==> config.mk <==
export PLATFORM = sky130hd
export DESIGN_NAME = buffered_capture
export DESIGN_NICKNAME = d
export VERILOG_FILES = /design/src/rtl/cap_pkg.sv /design/src/rtl/cap_edge_det.sv /design/src/rtl/cap_chan.sv /design/src/rtl/cap_modcnt.sv /design/src/rtl/buffered_capture.sv
export SDC_FILE = /design/constraint.sdc
export NUM_CORES = 1
export LEC_CHECK = 0
export ABC_AREA = 1
export BUFFER_PORTS_ARGS = -buffer_cell sky130_fd_sc_hd__buf_4
export CORE_ASPECT_RATIO = 1.5
export CORE_UTILIZATION = 28
export CTS_CLUSTER_SIZE = 14
export DETAILED_ROUTE_END_ITERATION = 6
export GPL_ROUTABILITY_DRIVEN = 0
export MAX_ROUTING_LAYER = met4
export PLACE_DENSITY = 0.52
export REMOVE_ABC_BUFFERS = 1
export SLEW_MARGIN = 20
export SYNTH_ARGS = -nofsm -noshare
export SYNTH_HDL_FRONTEND = slang
export SYNTH_HIERARCHICAL = 1
export SYNTH_SLANG_ARGS = --single-unit
==> constraint.sdc <==
create_clock -name clk -period 3.1 [get_ports clk]
set_input_delay 0.31 -clock clk [delete_from_list [all_inputs] [get_ports clk]]
set_output_delay 0.31 -clock clk [all_outputs]
set_load 0.02 [all_outputs]
==> src/rtl/cap_pkg.sv <==
package cap_pkg;
  localparam int AW = 6;
  localparam logic [AW-1:0] A_CTRL = 6'h00;
  localparam logic [AW-1:0] A_EDGE = 6'h01;
  localparam logic [AW-1:0] A_MOD  = 6'h02;
  localparam logic [AW-1:0] A_TIME = 6'h03;
  localparam logic [2:0] G_MISC = 3'd0;
  localparam logic [2:0] G_CAP  = 3'd2;
  localparam logic [2:0] G_HOLD = 3'd3;
  localparam logic [2:0] G_ACC  = 3'd4;
  localparam logic [2:0] G_ACCH = 3'd5;
  typedef enum logic [1:0] {
    EDG_OFF  = 2'b00,
    EDG_RISE = 2'b01,
    EDG_FALL = 2'b10,
    EDG_ANY  = 2'b11
  } edge_sel_e;
endpackage

==> src/rtl/cap_edge_det.sv <==
module cap_edge_det
  import cap_pkg::*;
(
  input  logic       clk,
  input  logic       rst,
  input  logic       pin,
  input  logic [1:0] sel,
  output logic       hit
);
  logic s1, s2, s3;
  logic rise, fall;

  always_ff @(posedge clk) begin
    if (rst) begin
      s1 <= 1'b0;
      s2 <= 1'b0;
      s3 <= 1'b0;
    end else begin
      s1 <= pin;
      s2 <= s1;
      s3 <= s2;
    end
  end

  assign rise = s2 & ~s3;
  assign fall = ~s2 & s3;
  assign hit  = ((sel == EDG_RISE || sel == EDG_ANY) && rise) ||
                ((sel == EDG_FALL || sel == EDG_ANY) && fall);
endmodule

==> src/rtl/cap_chan.sv <==
module cap_chan #(
  parameter int TW = 16,
  parameter int PW = 8
) (
  input  logic          clk,
  input  logic          rst,
  input  logic          hit,
  input  logic          buf_en,
  input  logic          latch_mode,
  input  logic          lev,
  input  logic [TW-1:0] timer,
  output logic [TW-1:0] cap,
  output logic [TW-1:0] hold,
  output logic [PW-1:0] pacc,
  output logic [PW-1:0] pacc_hold
);
  localparam logic [PW-1:0] PMAX = '1;
  localparam logic [PW-1:0] PONE = PW'(1);

  always_ff @(posedge clk) begin
    if (rst) begin
      cap       <= '0;
      hold      <= '0;
      pacc      <= '0;
      pacc_hold <= '0;
    end else begin
      if (lev) begin
        hold      <= cap;
        pacc_hold <= pacc;
        pacc      <= hit ? PONE : '0;
      end else if (hit && pacc != PMAX) begin
        pacc <= pacc + PONE;
      end
      if (hit) begin
        cap <= timer;
        if (buf_en && !latch_mode) hold <= cap;
      end
    end
  end

  a_r2_queue_shift: assert property (@(posedge clk) disable iff (rst)
    (hit && buf_en && !latch_mode) |=> (hold == $past(cap)));
  a_r4_hold_stable: assert property (@(posedge clk) disable iff (rst)
    (!lev && !(hit && buf_en && !latch_mode)) |=> $stable(hold));
  a_r7_acc_cleared: assert property (@(posedge clk) disable iff (rst)
    lev |=> (pacc <= PONE));
  a_r11_acc_saturates: assert property (@(posedge clk) disable iff (rst)
    (pacc == PMAX && !lev) |=> (pacc == PMAX));
  a_r12_pre_edge_copy: assert property (@(posedge clk) disable iff (rst)
    (lev && hit) |=> (hold == $past(cap) && cap == $past(timer)));
endmodule

==> src/rtl/cap_modcnt.sv <==
module cap_modcnt #(
  parameter int TW = 16
) (
  input  logic          clk,
  input  logic          rst,
  input  logic          ld,
  input  logic [TW-1:0] ld_val,
  output logic [TW-1:0] cnt,
  output logic          zero_evt
);
  localparam logic [TW-1:0] ONE = TW'(1);

  always_ff @(posedge clk) begin
    if (rst)             cnt <= '0;
    else if (ld)         cnt <= ld_val;
    else if (cnt != '0)  cnt <= cnt - ONE;
  end

  assign zero_evt = ld ? (ld_val == '0) : (cnt == ONE);

  a_r9_count_down: assert property (@(posedge clk) disable iff (rst)
    (!ld && cnt != '0) |=> (cnt == $past(cnt) - ONE));
endmodule

==> src/rtl/buffered_capture.sv <==
module buffered_capture
  import cap_pkg::*;
#(
  parameter int NCH = 4,
  parameter int TW  = 16
) (
  input  logic           clk,
  input  logic           rst,
  input  logic [NCH-1:0] pin_in,
  input  logic           wr_en,
  input  logic [5:0]     wr_addr,
  input  logic [TW-1:0]  wr_data,
  input  logic           rd_en,
  input  logic [5:0]     rd_addr,
  output logic [TW-1:0]  rd_data,
  output logic           rd_valid
);
  localparam int PW = 8;
  localparam int EW = 2 * NCH;
  localparam logic [TW-1:0] TONE = TW'(1);

  logic          buf_en, latch_mode;
  logic [EW-1:0] edge_sel;
  logic [TW-1:0] timer_q;
  logic [TW-1:0] mod_cnt;
  logic          mod_zero, wr_ctrl, wr_mod, force_req, lev;
  logic [TW-1:0] rd_mux;

  logic [NCH-1:0] hit;
  logic [TW-1:0]  cap_a  [NCH];
  logic [TW-1:0]  hold_a [NCH];
  logic [PW-1:0]  acc_a  [NCH];
  logic [PW-1:0]  acch_a [NCH];

  assign wr_ctrl   = wr_en && (wr_addr == A_CTRL);
  assign wr_mod    = wr_en && (wr_addr == A_MOD);
  assign force_req = wr_ctrl && (wr_data[2:0] == 3'b111);
  assign lev       = force_req || (mod_zero && buf_en && latch_mode);

  always_ff @(posedge clk) begin
    if (rst) begin
      buf_en     <= 1'b0;
      latch_mode <= 1'b0;
      edge_sel   <= '0;
      timer_q    <= '0;
    end else begin
      timer_q <= timer_q + TONE;
      if (wr_ctrl) begin
        buf_en     <= wr_data[0];
        latch_mode <= wr_data[1];
      end
      if (wr_en && wr_addr == A_EDGE) edge_sel <= wr_data[EW-1:0];
    end
  end

  cap_modcnt #(.TW(TW)) u_mod (
    .clk(clk), .rst(rst), .ld(wr_mod), .ld_val(wr_data),
    .cnt(mod_cnt), .zero_evt(mod_zero)
  );

  for (genvar g = 0; g < NCH; g++) begin : g_ch
    cap_edge_det u_det (
      .clk(clk), .rst(rst), .pin(pin_in[g]),
      .sel(edge_sel[2*g +: 2]), .hit(hit[g])
    );
    cap_chan #(.TW(TW), .PW(PW)) u_chan (
      .clk(clk), .rst(rst), .hit(hit[g]), .buf_en(buf_en),
      .latch_mode(latch_mode), .lev(lev), .timer(timer_q),
      .cap(cap_a[g]), .hold(hold_a[g]), .pacc(acc_a[g]), .pacc_hold(acch_a[g])
    );
  end

  always_comb begin
    rd_mux = '0;
    if (rd_addr[5:3] == G_MISC) begin
      case (rd_addr)
        A_CTRL:  rd_mux = {{(TW-2){1'b0}}, latch_mode, buf_en};
        A_EDGE:  rd_mux = TW'(edge_sel);
        A_MOD:   rd_mux = mod_cnt;
        A_TIME:  rd_mux = timer_q;
        default: rd_mux = '0;
      endcase
    end else begin
      for (int i = 0; i < NCH; i++) begin
        if (rd_addr[2:0] == i[2:0]) begin
          case (rd_addr[5:3])
            G_CAP:   rd_mux = cap_a[i];
            G_HOLD:  rd_mux = hold_a[i];
            G_ACC:   rd_mux = TW'(acc_a[i]);
            G_ACCH:  rd_mux = TW'(acch_a[i]);
            default: rd_mux = '0;
          endcase
        end
      end
    end
  end

  always_ff @(posedge clk) begin
    if (rst) begin
      rd_data  <= '0;
      rd_valid <= 1'b0;
    end else begin
      rd_valid <= rd_en;
      if (rd_en) rd_data <= rd_mux;
    end
  end

  a_r6_force_reads_zero: assert property (@(posedge clk) disable iff (rst)
    (rd_en && rd_addr == A_CTRL) |=> (rd_data[2] == 1'b0));
  a_r5_force_latches: assert property (@(posedge clk) disable iff (rst)
    force_req |=> (hold_a[0] == $past(cap_a[0]) && acc_a[0] <= PW'(1)));
endmodule

* Word level (Yosys, flattened, before mapping)
Index checks and enable logic that the tools add are counted.
** Word-level totals
- Flip-flop bits (word level) :: 263
- Bits of input ports :: 36
- Logic and storage cells :: 168
** Cells by class
- Add/sub/neg operators :: 6
- Eq/ne operators :: 30
- Mux-type cells :: 37
- Bitwise operators :: 16
- Reductions and logical operators :: 44
** Operators with widths (number)
- 16-bit case mux with 4 select lines :: 5
- 16-bit 2-to-1 mux :: 19
- 8-bit 2-to-1 mux :: 8
- 8-bit by 1-bit adder with 8-bit output (second input constant) :: 4
- 8-bit != test (second input constant) :: 4
- 1-bit logical AND :: 19
- 6-bit by 2-bit equality test with 1-bit output (second input constant) :: 3
- 16-bit by 1-bit adder with 16-bit output (second input constant) :: 1
- 16-bit by 1-bit equality test with 1-bit output (second input constant) :: 1
- 2-bit equality test (second input constant) :: 8
- 16-bit logical NOT :: 1
- 16-bit nonzero test :: 1
- 16-bit by 1-bit subtractor with 16-bit output (second input constant) :: 1
- 1-bit logical OR :: 13
- 3-bit by 2-bit equality test with 1-bit output (second input constant) :: 4
- 6-bit by 1-bit equality test with 1-bit output (second input constant) :: 2
- 6-bit logical NOT :: 2
- 2-bit nonzero test :: 5
- 3-bit equality test (second input constant) :: 3
- 1-bit AND :: 8
- 2-bit by 1-bit equality test with 1-bit output (second input constant) :: 4
- 1-bit inverter :: 8
- 3-bit logical NOT :: 2
- 1-bit 2-to-1 mux :: 5
- 2 further kinds :: 2

* Depth between registers and ports, before layout
Gate-level depths: netlist of the first run.
- Depth in word-level cells :: 9
- Depth in mapped cells :: 18

* Cells and area by module
The synthesis of the first run kept the hierarchy.
** By module, submodules not included
- cap_chan :: instances 4, cells an instance 243, area an instance 1918.1 µm², seq. area each 960.9 µm²
- buffered_capture :: instances 1, cells an instance 825, area an instance 4498.1 µm², seq. area each 860.8 µm²
- cap_modcnt :: instances 1, cells an instance 184, area an instance 1139.8 µm², seq. area each 320.3 µm²
- cap_edge_det :: instances 4, cells an instance 13, area an instance 100.1 µm², seq. area each 60.1 µm²

* Worst setup path after synthesis of the first run
Ideal clock, no wire load.
- Path type :: input -> register
- Start :: in wr_en
- End :: reg g_ch[0].u_chan.hold[10]
- Setup time :: 0.064 ns
- Arrival :: 2.174 ns
- Path slack :: 0.862 ns
- Cell stages on the path :: 18
- Buffers on the path :: 3
- Cells stage by stage :: inv_1 -> nor2_1 -> nand2_1 -> nor2_1 -> buf_4 -> inv_1 -> or2_1 -> nor3_1 -> nand4_1 -> nand2_1 -> nand3_1 -> o21ai_0 -> buf_4 -> a31oi_4 -> inv_4 -> buf_6 -> nor2_2 -> nor2_1
** On the way
- Word-level cells in the longest chain between the ends :: 8
- Elaborated cells between the ends (all ways) :: 10
- Classes of those cells :: mux: 4; reduce/logical: 6
** Ends and longest elaborated chain
- start: declaration :: line buffered_capture.sv:10 : input logic wr_en,
- 1-bit logical AND * :: line buffered_capture.sv:36 : assign wr_mod = wr_en && (wr_addr == A_MOD);
- net wr_mod :: line buffered_capture.sv:26 : logic mod_zero, wr_ctrl, wr_mod, force_req, lev;
- 1-bit 2-to-1 mux * :: line cap_modcnt.sv:19 : assign zero_evt = ld ? (ld_val == '0) : (cnt == ONE);
- net mod_zero :: line buffered_capture.sv:26
- 1-bit logical AND * (2 in a row) :: line buffered_capture.sv:38 : assign lev = force_req || (mod_zero && buf_en && latch_mode);
- 1-bit logical OR * :: line buffered_capture.sv:38
- net lev :: line buffered_capture.sv:26
- 16-bit 2-to-1 mux * :: line cap_chan.sv:27 : if (lev) begin
- 16-bit 2-to-1 mux :: line cap_chan.sv:36 : if (buf_en && !latch_mode) hold <= cap;
- 16-bit 2-to-1 mux * :: line cap_chan.sv:34 : if (hit) begin
- end signal: assignment :: line cap_chan.sv:28 : hold <= cap;
- end signal: assignment :: line cap_chan.sv:36
- end: declaration :: line cap_chan.sv:13 : output logic [TW-1:0] hold,
Mark *: on every way through the listed nets, which the timed path passes. The rest lies on a longest branch.
A chain may end at the register's enable or synchronous reset.

* Final worst setup path of the first run
- Start :: reg u_mod.cnt[4]
- End :: reg g_ch[0].u_chan.pacc[3]
** On the way
- Word-level cells in the longest chain between the ends :: 6
- Elaborated cells between the ends (all ways) :: 7
- Classes of those cells :: eq/ne: 1; mux: 2; reduce/logical: 4
** Ends and longest elaborated chain
- start: declaration :: line cap_modcnt.sv:8 : output logic [TW-1:0] cnt,
- start signal: assignment :: line cap_modcnt.sv:15 : else if (ld) cnt <= ld_val;
- start signal: assignment :: line cap_modcnt.sv:16 : else if (cnt != '0) cnt <= cnt - ONE;
- 16-bit by 1-bit equality test with 1-bit output * :: line cap_modcnt.sv:19
- 1-bit 2-to-1 mux * :: line cap_modcnt.sv:19
- net mod_zero :: line buffered_capture.sv:26
- 1-bit logical AND * (2 in a row) :: line buffered_capture.sv:38
- 1-bit logical OR * :: line buffered_capture.sv:38
- net lev :: line buffered_capture.sv:26
- 8-bit 2-to-1 mux or 2-bit nonzero test (tied branches)
- end signal: assignment :: line cap_chan.sv:30 : pacc <= hit ? PONE : '0;
- end signal: assignment :: line cap_chan.sv:32 : pacc <= pacc + PONE;
- end: declaration :: line cap_chan.sv:14 : output logic [PW-1:0] pacc,
Marks and branches as above.

==> impl_metrics.yaml, run 1 <==
clock_network:
  ctsRootBufferMaster: "clkbuf_16"
  numCtsBuffers: 26
  clk_pin_slew_ns: 0.07
  clk_latency_ns: 0.55
  cts_tree: "done"
  ctsHtreeMaxLevel: 1
  clockBufferDepth: 3
  post_cts_buffers: 0
  clock-sinks: 263
synthesis:
  avgSynthCellArea_um2: 6.744
  yosysSeqAreaShare_pct: 38.40
  async_flop_share_pct: 0
  yosys_warnings: 6
  yosysMostFrequentCell: "nor2_1"
  synth_top_area_share_pct: 38.40
  syn-cell-area_um2: 13710
  synth_top_area_cell: "dfxtp_1"
  yosysUniqueCellTypes: 39
  synth-seq-cells: 263
  synthTopCellsByCount: "nor2_1 (446), nand2_1 (285), dfxtp_1 (263), inv_1 (198), o21ai_0 (197)"
  syn_inst: 2033
  synth_edf_count: 0
  yosys-top-cells-area: "dfxtp_1 (38%), nor2_1 (12%), nand2_1 (7.8%), o21ai_0 (7.2%), nand3_1 (6.2%)"
  ys.flop_type: "dfxtp_1"
layout:
  fillers: 5336
  diodes: 0
  area_growth_pct: 13.29
  drive_gt1_share_pct: 12.37
  fin_nets: 2088
  layoutNonFillerInstCount: 2717
setup_path:
  timing.rr.start: "u_mod/cnt[4]"
  crit_type: "reg2reg"
  reg2reg_depth: 12
  path_max_fanout: 68
  r2r_slack_ns: 0.54
  critPathArrivalTime_ns: 3.04
  rr_endpoint: "g_ch[0].u_chan/pacc[3]"
  required_ns: 3.58
  crit_path_end_kind: "flop"
  start_kind: "flop"
power:
  p_comb_share_pct: 15.7
  p_clk_share_pct: 40.4
  power.leakage_nw: 6.218
  p_sw_share_pct: 28.66
  p_sw_mw: 2.351
  pwr-share-seq_pct: 43.9
  peakVddDrop_mv: 0.5663
  internal_power_mw: 5.852
  power.density_nw_per_um2: 528.2
  power.total_mw: 8.204
min_path:
  hold_end: "u_mod/cnt[8]"
  whs_path_depth: 3
  worstHoldStart: "wr_data[8]"
  hp-class: "in2reg"
grt:
  grt_pass1_wl_um: 69460
  grt_max_degree: 69
  grtUsageTotal_pct: 18.31
  overflow: 0
  grt_pass1_vias: 12550
  antenna_found_initial: 0
timing:
  period_needed_ns: 2.562
  fmax_ghz: 0.3903
  final-setup-viol-count: 0
  rsz0062_at_grt: "no"
  tns_ns: 0
  hold_violations: 0
  fin_ws_ns: 0.5378
  maxSlewHeadroom_pct: 47.69
  worstMarginPinSlew_ns: 0.7846
  period_share_pct: 82.65
  finClkSkew_ns: 0.01714
  whs_ns: 0.02881
  drv_slew: 0
detailed_routing:
  wl_per_cell_um: 16.34
  via_per_inst: 4.812
  vias: 13080
  routed_wirelength_um: 44410
  drt_iter0_markers: 733
  drc_errors: 0
  firstDrtPassIters: 5
  ant_nets: 0
placement:
  place_inst: 2668
  dp_hpwl_um: 31080
  port_buffers: 52
  place_worst_setup_slack_ns: 0.2237
floorplan:
  start_util_pct: 28.31
  fp.coreArea_um2: 48430
  num_rows: 99
  die-area_um2: 49870
  die_x_um: 182.7
  ioPinCount: 53
  die_y_um: 273.0
run_status:
  status: "complete, no violations"
job:
  cap_viol_max_count: 0
area by class of cell:
type	count	area [µm²]	area share [%]
clock buffer	41	808.3	5.204
clock inverter	4	70.07	0.4511
tap	656	820.8	5.284
inverter	215	817.0	5.260
multi-input combinational	1446	7025	45.23
sequential	263	5265	33.90
timing repair buffer	92	725.7	4.672
registers in the layout, indices dropped and copies added (netlist names):
signal                 flops
buf_en                     1
edge_sel                   8
g_ch.u_chan/cap           64
g_ch.u_chan/hold          64
g_ch.u_chan/pacc          32
g_ch.u_chan/pacc_hold     32
g_ch.u_det/s1              4
g_ch.u_det/s2              4
g_ch.u_det/s3              4
latch_mode                 1
rd_data                   16
rd_valid                   1
timer_q                   16
u_mod/cnt                 16
worst max-delay path by stage:
stage	start	end	slack, ns	cells past startpoint
after global placement	wr_addr[3]	g_ch[1].u_chan/pacc[4]	0.24	16
final	u_mod/cnt[4]	g_ch[0].u_chan/pacc[3]	0.54	12
after CTS	u_mod/cnt[4]	g_ch[3].u_chan/pacc[4]	0.54	12
after global routing	u_mod/cnt[10]	g_ch[3].u_chan/pacc[6]	0.34	12
after floorplan	wr_addr[3]	g_ch[0].u_chan/pacc[0]	-2.74	9
after detailed placement	wr_addr[0]	g_ch[3].u_chan/pacc[4]	0.22	16
through the flow:
stage	utilization [%]	area [µm²]
floorplan	-	13090
global placement	30.17	14610
detailed placement	30.17	14610
CTS	32.07	15530
global route	32.07	15530
finish	32.07	15530
worst max-delay path: stages, from the launching register on:
cell and delay [ns]:
dfxtp_1 0.35, nor2_1 0.21, nand2_2 0.12, nor3_1 0.30, nand4_1 0.12, nand2_1 0.13
nand3_1 0.13, o21ai_4 0.21, buf_12 0.30, inv_2 0.19, nand2_4 0.15, nand2_1 0.07
a21oi_1 0.12
placed cells by master, fill, tap and decap left out, types with 8 or more instances in the layout:
master     Yosys  final
nor2_1       446    446
nand2_1      285    285
dfxtp_1      263    263
inv_1        198    198
o21ai_0      197    196
nand3_1      170    170
nand4_1       86     86
buf_4         10     86
a21oi_1       66     66
o21ai_1       46     46
nor2_2        44     44
clkbuf_16      0     27
nor2_4        15     15
nand2_4       14     14
a21oi_2       11     11
nor3_1        10     10
inv_2          8      8
clkbuf_8       0      8
cells by family (layout without fill, tap and decap cells):
logic type | after synthesis | in the layout | share of synthesized area, %
AND/OR/NAND/NOR | 1098 | 1098 | 36.70
flip-flops | 263 | 263 | 38.40
XOR/XNOR | 7 | 7 | 0.4472
AO/OA/AOI/OAI | 333 | 333 | 13.26
buffers and inverters | 324 | 352 | 10.46
adder cells (fa/ha/maj) | 8 | 8 | 0.7301
timing repair:
item | CTS | global route
hold buffers | 4 | 0
gates resized for setup | 0 | 0
endpoints found under the hold margin | 4 | 0
metal layers:
metal,vias up,share of wire [%],GRT usage (%)
met2,287,52,33.28
met1,6121,40,19.76
met4,0,4.5,8.514
li1,6586,-,-
met5,-,0,-
met3,81,3.9,1.999
power by group through the flow:
| stage | registers, mW | clock network, mW | logic, mW |
|---|---|---|---|
| after global routing | 3.61 | 3.53 | 1.45 |
| after detailed placement | 3.68 | 0 | 1.28 |
| after floorplan | 3.65 | 0 | 0.881 |
| after CTS | 3.60 | 3.41 | 1.29 |
| after global placement | 3.68 | 0 | 1.27 |
| final | 3.60 | 3.32 | 1.29 |
Note: power is estimated with default switching activity, not from simulation.
==> run 2: changes to the inputs <==
==> constraint.sdc (replaced) <==
create_clock -name clk -period 2.39 [get_ports clk]
set_input_delay 0.239 -clock clk [delete_from_list [all_inputs] [get_ports clk]]
set_output_delay 0.239 -clock clk [all_outputs]
set_load 0.02 [all_outputs]
==> impl_metrics.yaml, run 2 (synthesized netlist as in run 1, its figures left out) <==
floorplan:
  num_rows: 99
  die_x_um: 182.7
  start_util_pct: 28.31
  fp.coreArea_um2: 48430
  ioPinCount: 53
  die-area_um2: 49870
  die_y_um: 273.0
detailed_routing:
  drc_errors: 0
  vias: 13350
  ant_nets: 0
  firstDrtPassIters: 5
  wl_per_cell_um: 16.07
  drt_iter0_markers: 725
  routed_wirelength_um: 44940
  via_per_inst: 4.773
clock_network:
  cts_tree: "done"
  clk_latency_ns: 0.56
  ctsRootBufferMaster: "clkbuf_16"
  ctsHtreeMaxLevel: 1
  clockBufferDepth: 3
  clk_pin_slew_ns: 0.06
  numCtsBuffers: 28
  clock-sinks: 263
setup_path:
  critPathArrivalTime_ns: 2.62
  path_max_fanout: 14
  required_ns: 2.87
  start_kind: "flop"
  r2r_slack_ns: 0.26
  crit_path_end_kind: "flop"
  crit_type: "reg2reg"
grt:
  grt_pass1_vias: 12770
  grtUsageTotal_pct: 18.43
  grt_pass1_wl_um: 70240
  grt_max_degree: 64
  overflow: 0
  antenna_found_initial: 0
power:
  pwr-share-seq_pct: 42.2
  p_comb_share_pct: 16.9
  peakVddDrop_mv: 0.6771
  power.density_nw_per_um2: 672.3
  p_clk_share_pct: 40.8
  internal_power_mw: 7.819
  power.leakage_nw: 6.640
  p_sw_mw: 3.150
  p_sw_share_pct: 28.72
layout:
  mostFrequentLayoutCell: "nor2_1"
  largestRegisters: "g_ch.u_chan/cap x64, g_ch.u_chan/hold x64"
  diodes: 0
  fillers: 5292
  area_growth_pct: 19.01
  fin_nets: 2164
  layoutNonFillerInstCount: 2796
  final_cell_mix: "nor2_1 (444), nand2_1 (285), dfxtp_1 (263), inv_1 (198), o21ai_0 (196)"
  drive_gt1_share_pct: 15.19
timing:
  drv_slew: 0
  fin_ws_ns: 0.2591
  period_share_pct: 89.16
  period_needed_ns: 2.131
  rsz0062_at_grt: "no"
  maxSlewHeadroom_pct: 44.01
  tns_ns: 0
  final-setup-viol-count: 0
  worstMarginPinSlew_ns: 0.8371
  fmax_ghz: 0.4693
  hold_violations: 0
  finClkSkew_ns: 0.01166
  whs_ns: 0.01553
placement:
  place_worst_setup_slack_ns: -0.04081
  port_buffers: 52
  dp_hpwl_um: 32650
  place_inst: 2725
run_status:
  status: "complete, no violations"
job:
  cap_viol_max_count: 0
min_path:
  hp-class: "in2reg"
-- run 2: critical path, cell delays in order (launching register included) --
cell	delay (ns)
dfxtp_1	0.34
inv_1	0.19
nand4_1	0.15
nor3_2	0.19
nand4_1	0.13
nand2_1	0.10
nand3_1	0.12
o21ai_4	0.13
buf_12	0.16
buf_12	0.12
inv_2	0.11
nand2_4	0.13
nand2_1	0.06
a21oi_1	0.12
-- run 2: power by group through the flow --
stage	registers, mW	clock network (mW)	logic, mW
6_report	4.63	4.48	1.86
5_1_grt	4.65	4.76	2.08
4_1_cts	4.63	4.58	1.85
3_5_place_dp	4.73	0	1.82
3_3_place_gp	4.72	0	1.81
2_1_floorplan	4.73	0	1.14
-- run 2: path summary, 6_finish.rpt --
check	startpoint	endpoint	depth (start not counted)
worst max-delay path	u_mod/cnt[3]	g_ch[1].u_chan/pacc[4]	13
worst min-delay path	wr_data[1]	latch_mode	3
worst max register to register	u_mod/cnt[3]	g_ch[1].u_chan/pacc[4]	13
worst min register to register	g_ch[3].u_det/s1	g_ch[3].u_det/s2	2
-- run 2: cell type report --
type	count	area [µm²]	area share [%]
clock buffers	43	878.3	5.383
clock inverters	7	65.06	0.3987
inverters	215	817.0	5.007
multi-input cells	1446	7042	43.16
flip-flops and latches	263	5265	32.27
well taps	656	820.8	5.030
repair buffers	166	1429	8.757
-- run 2: layer usage --
| layer | routed length (µm) | track usage [%] | vias up |
|---|---|---|---|
| met1 | 17790 | 19.66 | 6250 |
| met2 | 24010 | 34.48 | 269 |
| li1 | - | - | 6742 |
| met4 | 1791 | 7.762 | 0 |
| met5 | 0 | - | - |
| met3 | 1345 | 1.546 | 85 |
-- run 2: repair_timing --
| item | in CTS | in global routing |
|---|---|---|
| hold endpoints to repair | 24 | 0 |
| hold buffers | 18 | 0 |
| setup buffers | 0 | 3 |
| endpoints found under the setup margin | 0 | 61 |
| resized for setup | 0 | 3 |
-- run 2: per-stage QoR --
stage / cell area [µm²] / utilization [%] / power, mW
after global placement: 15150 / 31.29 / 6.529
final: 16320 / 33.69 / 10.97
after global routing: 16320 / 33.69 / 11.48
after CTS: 16280 / 33.62 / 11.06
after detailed placement: 15160 / 31.30 / 6.548
after floorplan: 13090 / - / 5.875
==> run 3: changes to the inputs <==
--- a/config.mk
+++ b/config.mk
@@ -8,6 +8,7 @@
 export ABC_AREA = 1
 export BUFFER_PORTS_ARGS = -buffer_cell sky130_fd_sc_hd__buf_4
 export CORE_ASPECT_RATIO = 1.5
+export CORE_MARGIN = 2
 export CORE_UTILIZATION = 28
 export CTS_CLUSTER_SIZE = 14
 export DETAILED_ROUTE_END_ITERATION = 6
==> impl_metrics.yaml, run 3 (synthesized netlist as in run 1, its figures left out) <==
timing:
  hold_violations: 0
  fmax_ghz: 0.4534
  maxSlewHeadroom_pct: 42.96
  drv_slew: 0
  rsz0062_at_grt: "no"
  period_share_pct: 92.27
  final-setup-viol-count: 0
  period_needed_ns: 2.205
  finClkSkew_ns: 0.008444
  worstMarginPinSlew_ns: 0.8510
min_path:
  worstHoldStart: "rst"
  hold_end: "g_ch[3].u_chan/pacc[0]"
  whs_path_depth: 2
  hp-class: "in2reg"
floorplan:
  num_rows: 99
  ioPinCount: 53
  fp.coreArea_um2: 48560
  die_x_um: 184.7
  die-area_um2: 50790
  die_y_um: 275.0
  start_util_pct: 28.24
setup_path:
  rr_endpoint: "g_ch[2].u_chan/pacc[0]"
  crit_family: "simple AND/OR/NAND/NOR gates"
  path_max_fanout: 10
  crit_type: "reg2reg"
  required_ns: 2.87
  reg2reg_depth: 13
  critPathArrivalTime_ns: 2.69
  slowest_stage: "dfxtp_1"
  start_kind: "flop"
  cpPeakStageDelay_ns: 0.38
  crit_buf_inv: 2
  r2r_slack_ns: 0.18
  path_common_cell: "nand2_1"
  timing.rr.start: "u_mod/cnt[11]"
  crit_path_cell_trace: "nor2_4 -> nand2_4 -> nor3_2 -> nand4_1 -> nand2_1 -> nand3_1 -> o21ai_4 -> buf_4 -> clkbuf_16 -> nand2_1 -> o21ai_0 -> nand2_1 -> a21oi_1"
  crit_path_end_kind: "flop"
clock_network:
  clockBufferDepth: 3
  cts_tree: "done"
  ctsHtreeMaxLevel: 1
  ctsRootBufferMaster: "clkbuf_16"
  clk_latency_ns: 0.55
  clock-sinks: 263
  numCtsBuffers: 27
  clk_pin_slew_ns: 0.06
layout:
  drive_gt1_share_pct: 14.18
  mostFrequentLayoutCell: "nor2_1"
  area_growth_pct: 17.52
  diodes: 0
  fin_nets: 2140
  utilization_pct: 33.18
  final_cell_mix: "nor2_1 (444), nand2_1 (285), dfxtp_1 (263), inv_1 (197), o21ai_0 (196)"
  postLayoutCellArea_um2: 16110
  largestRegisters: "g_ch.u_chan/cap x64, g_ch.u_chan/hold x64"
power:
  power.total_mw: 10.72
  power.leakage_nw: 6.519
  peakVddDrop_mv: 0.6220
  power.density_nw_per_um2: 665.0
job:
  cap_viol_max_count: 0
run_status:
  violations: "design-rule violations"
  status: "finished, violations left"
detailed_routing:
  vias: 13350
  routed_wirelength_um: 45110
  wl_per_cell_um: 16.27
  drt_iter0_markers: 892
  firstDrtPassIters: 7
  via_per_inst: 4.815
  drc_errors: 15
  ant_nets: 0
grt:
  grtUsageTotal_pct: 18.21
  grt_max_degree: 65
  grt_pass1_vias: 12880
  grt_pass1_wl_um: 70970
  antenna_found_initial: 0
  overflow: 0
placement:
  postPlaceCellArea_um2: 14910
  dp_hpwl_um: 32060
  port_buffers: 52
[run 3: layer usage]
metal | vias up | track usage, % | share of wire (%)
li1 | 6701 | - | -
met1 | 6260 | 20.55 | 41
met2 | 309 | 33.35 | 52
met3 | 76 | 1.350 | 3.4
met4 | 0 | 6.871 | 3.4
met5 | - | - | 0
[run 3: where the power goes]
group	switching, mW	total, mW	internal, mW
registers	0.131	4.65	4.51
clock network	1.84	4.26	2.42
logic	1.15	1.81	0.657
total	3.12	10.7	7.60
[run 3: worst max path at each step]
stage	from	end	slack (ns)	cells after the start
after floorplan	wr_addr[3]	g_ch[0].u_chan/pacc[0]	-3.38	9
after global placement	wr_addr[0]	g_ch[0].u_chan/pacc[3]	-0.14	16
after detailed placement	wr_addr[0]	g_ch[0].u_chan/pacc[3]	-0.20	16
after CTS	u_mod/cnt[4]	g_ch[0].u_chan/pacc[3]	0.04	12
after global routing	u_mod/cnt[3]	g_ch[2].u_chan/hold[0]	0.03	12
final	u_mod/cnt[11]	g_ch[2].u_chan/pacc[0]	0.18	13
[run 3: final cells by class]
type / instances / area [µm²]
timing repair buffer: 143 / 1289
fill: 5407 / 32440
sequential: 263 / 5265
clock buffer: 40 / 804.5
multi-input combinational: 1446 / 7047
tap: 656 / 820.8
inverter: 215 / 817.0
clock inverter: 9 / 70.07
[run 3: stage by stage]
step | setup WS (ns) | TNS, ns | hold slack [ns] | instances
after floorplan | -3.376 | -396.89 | 0.3014 | 1924
after global placement | -0.1409 | -6.227 | 0.3946 | 2696
after detailed placement | -0.2042 | -8.830 | 0.3975 | 2696
after CTS | 0.04129 | 0 | 0.02564 | 2766
after global routing | 0.02968 | 0 | 0.04346 | 2772
final | 0.1846 | 0 | 0.04340 | 2772
[run 3: repair_timing]
action,4_1_cts,5_1_grt
setup buffers,1,5
hold endpoints to repair,26,0
gates cloned,1,1
hold buffers,19,0
endpoints found under the setup margin,19,90
gates resized for setup,1,3
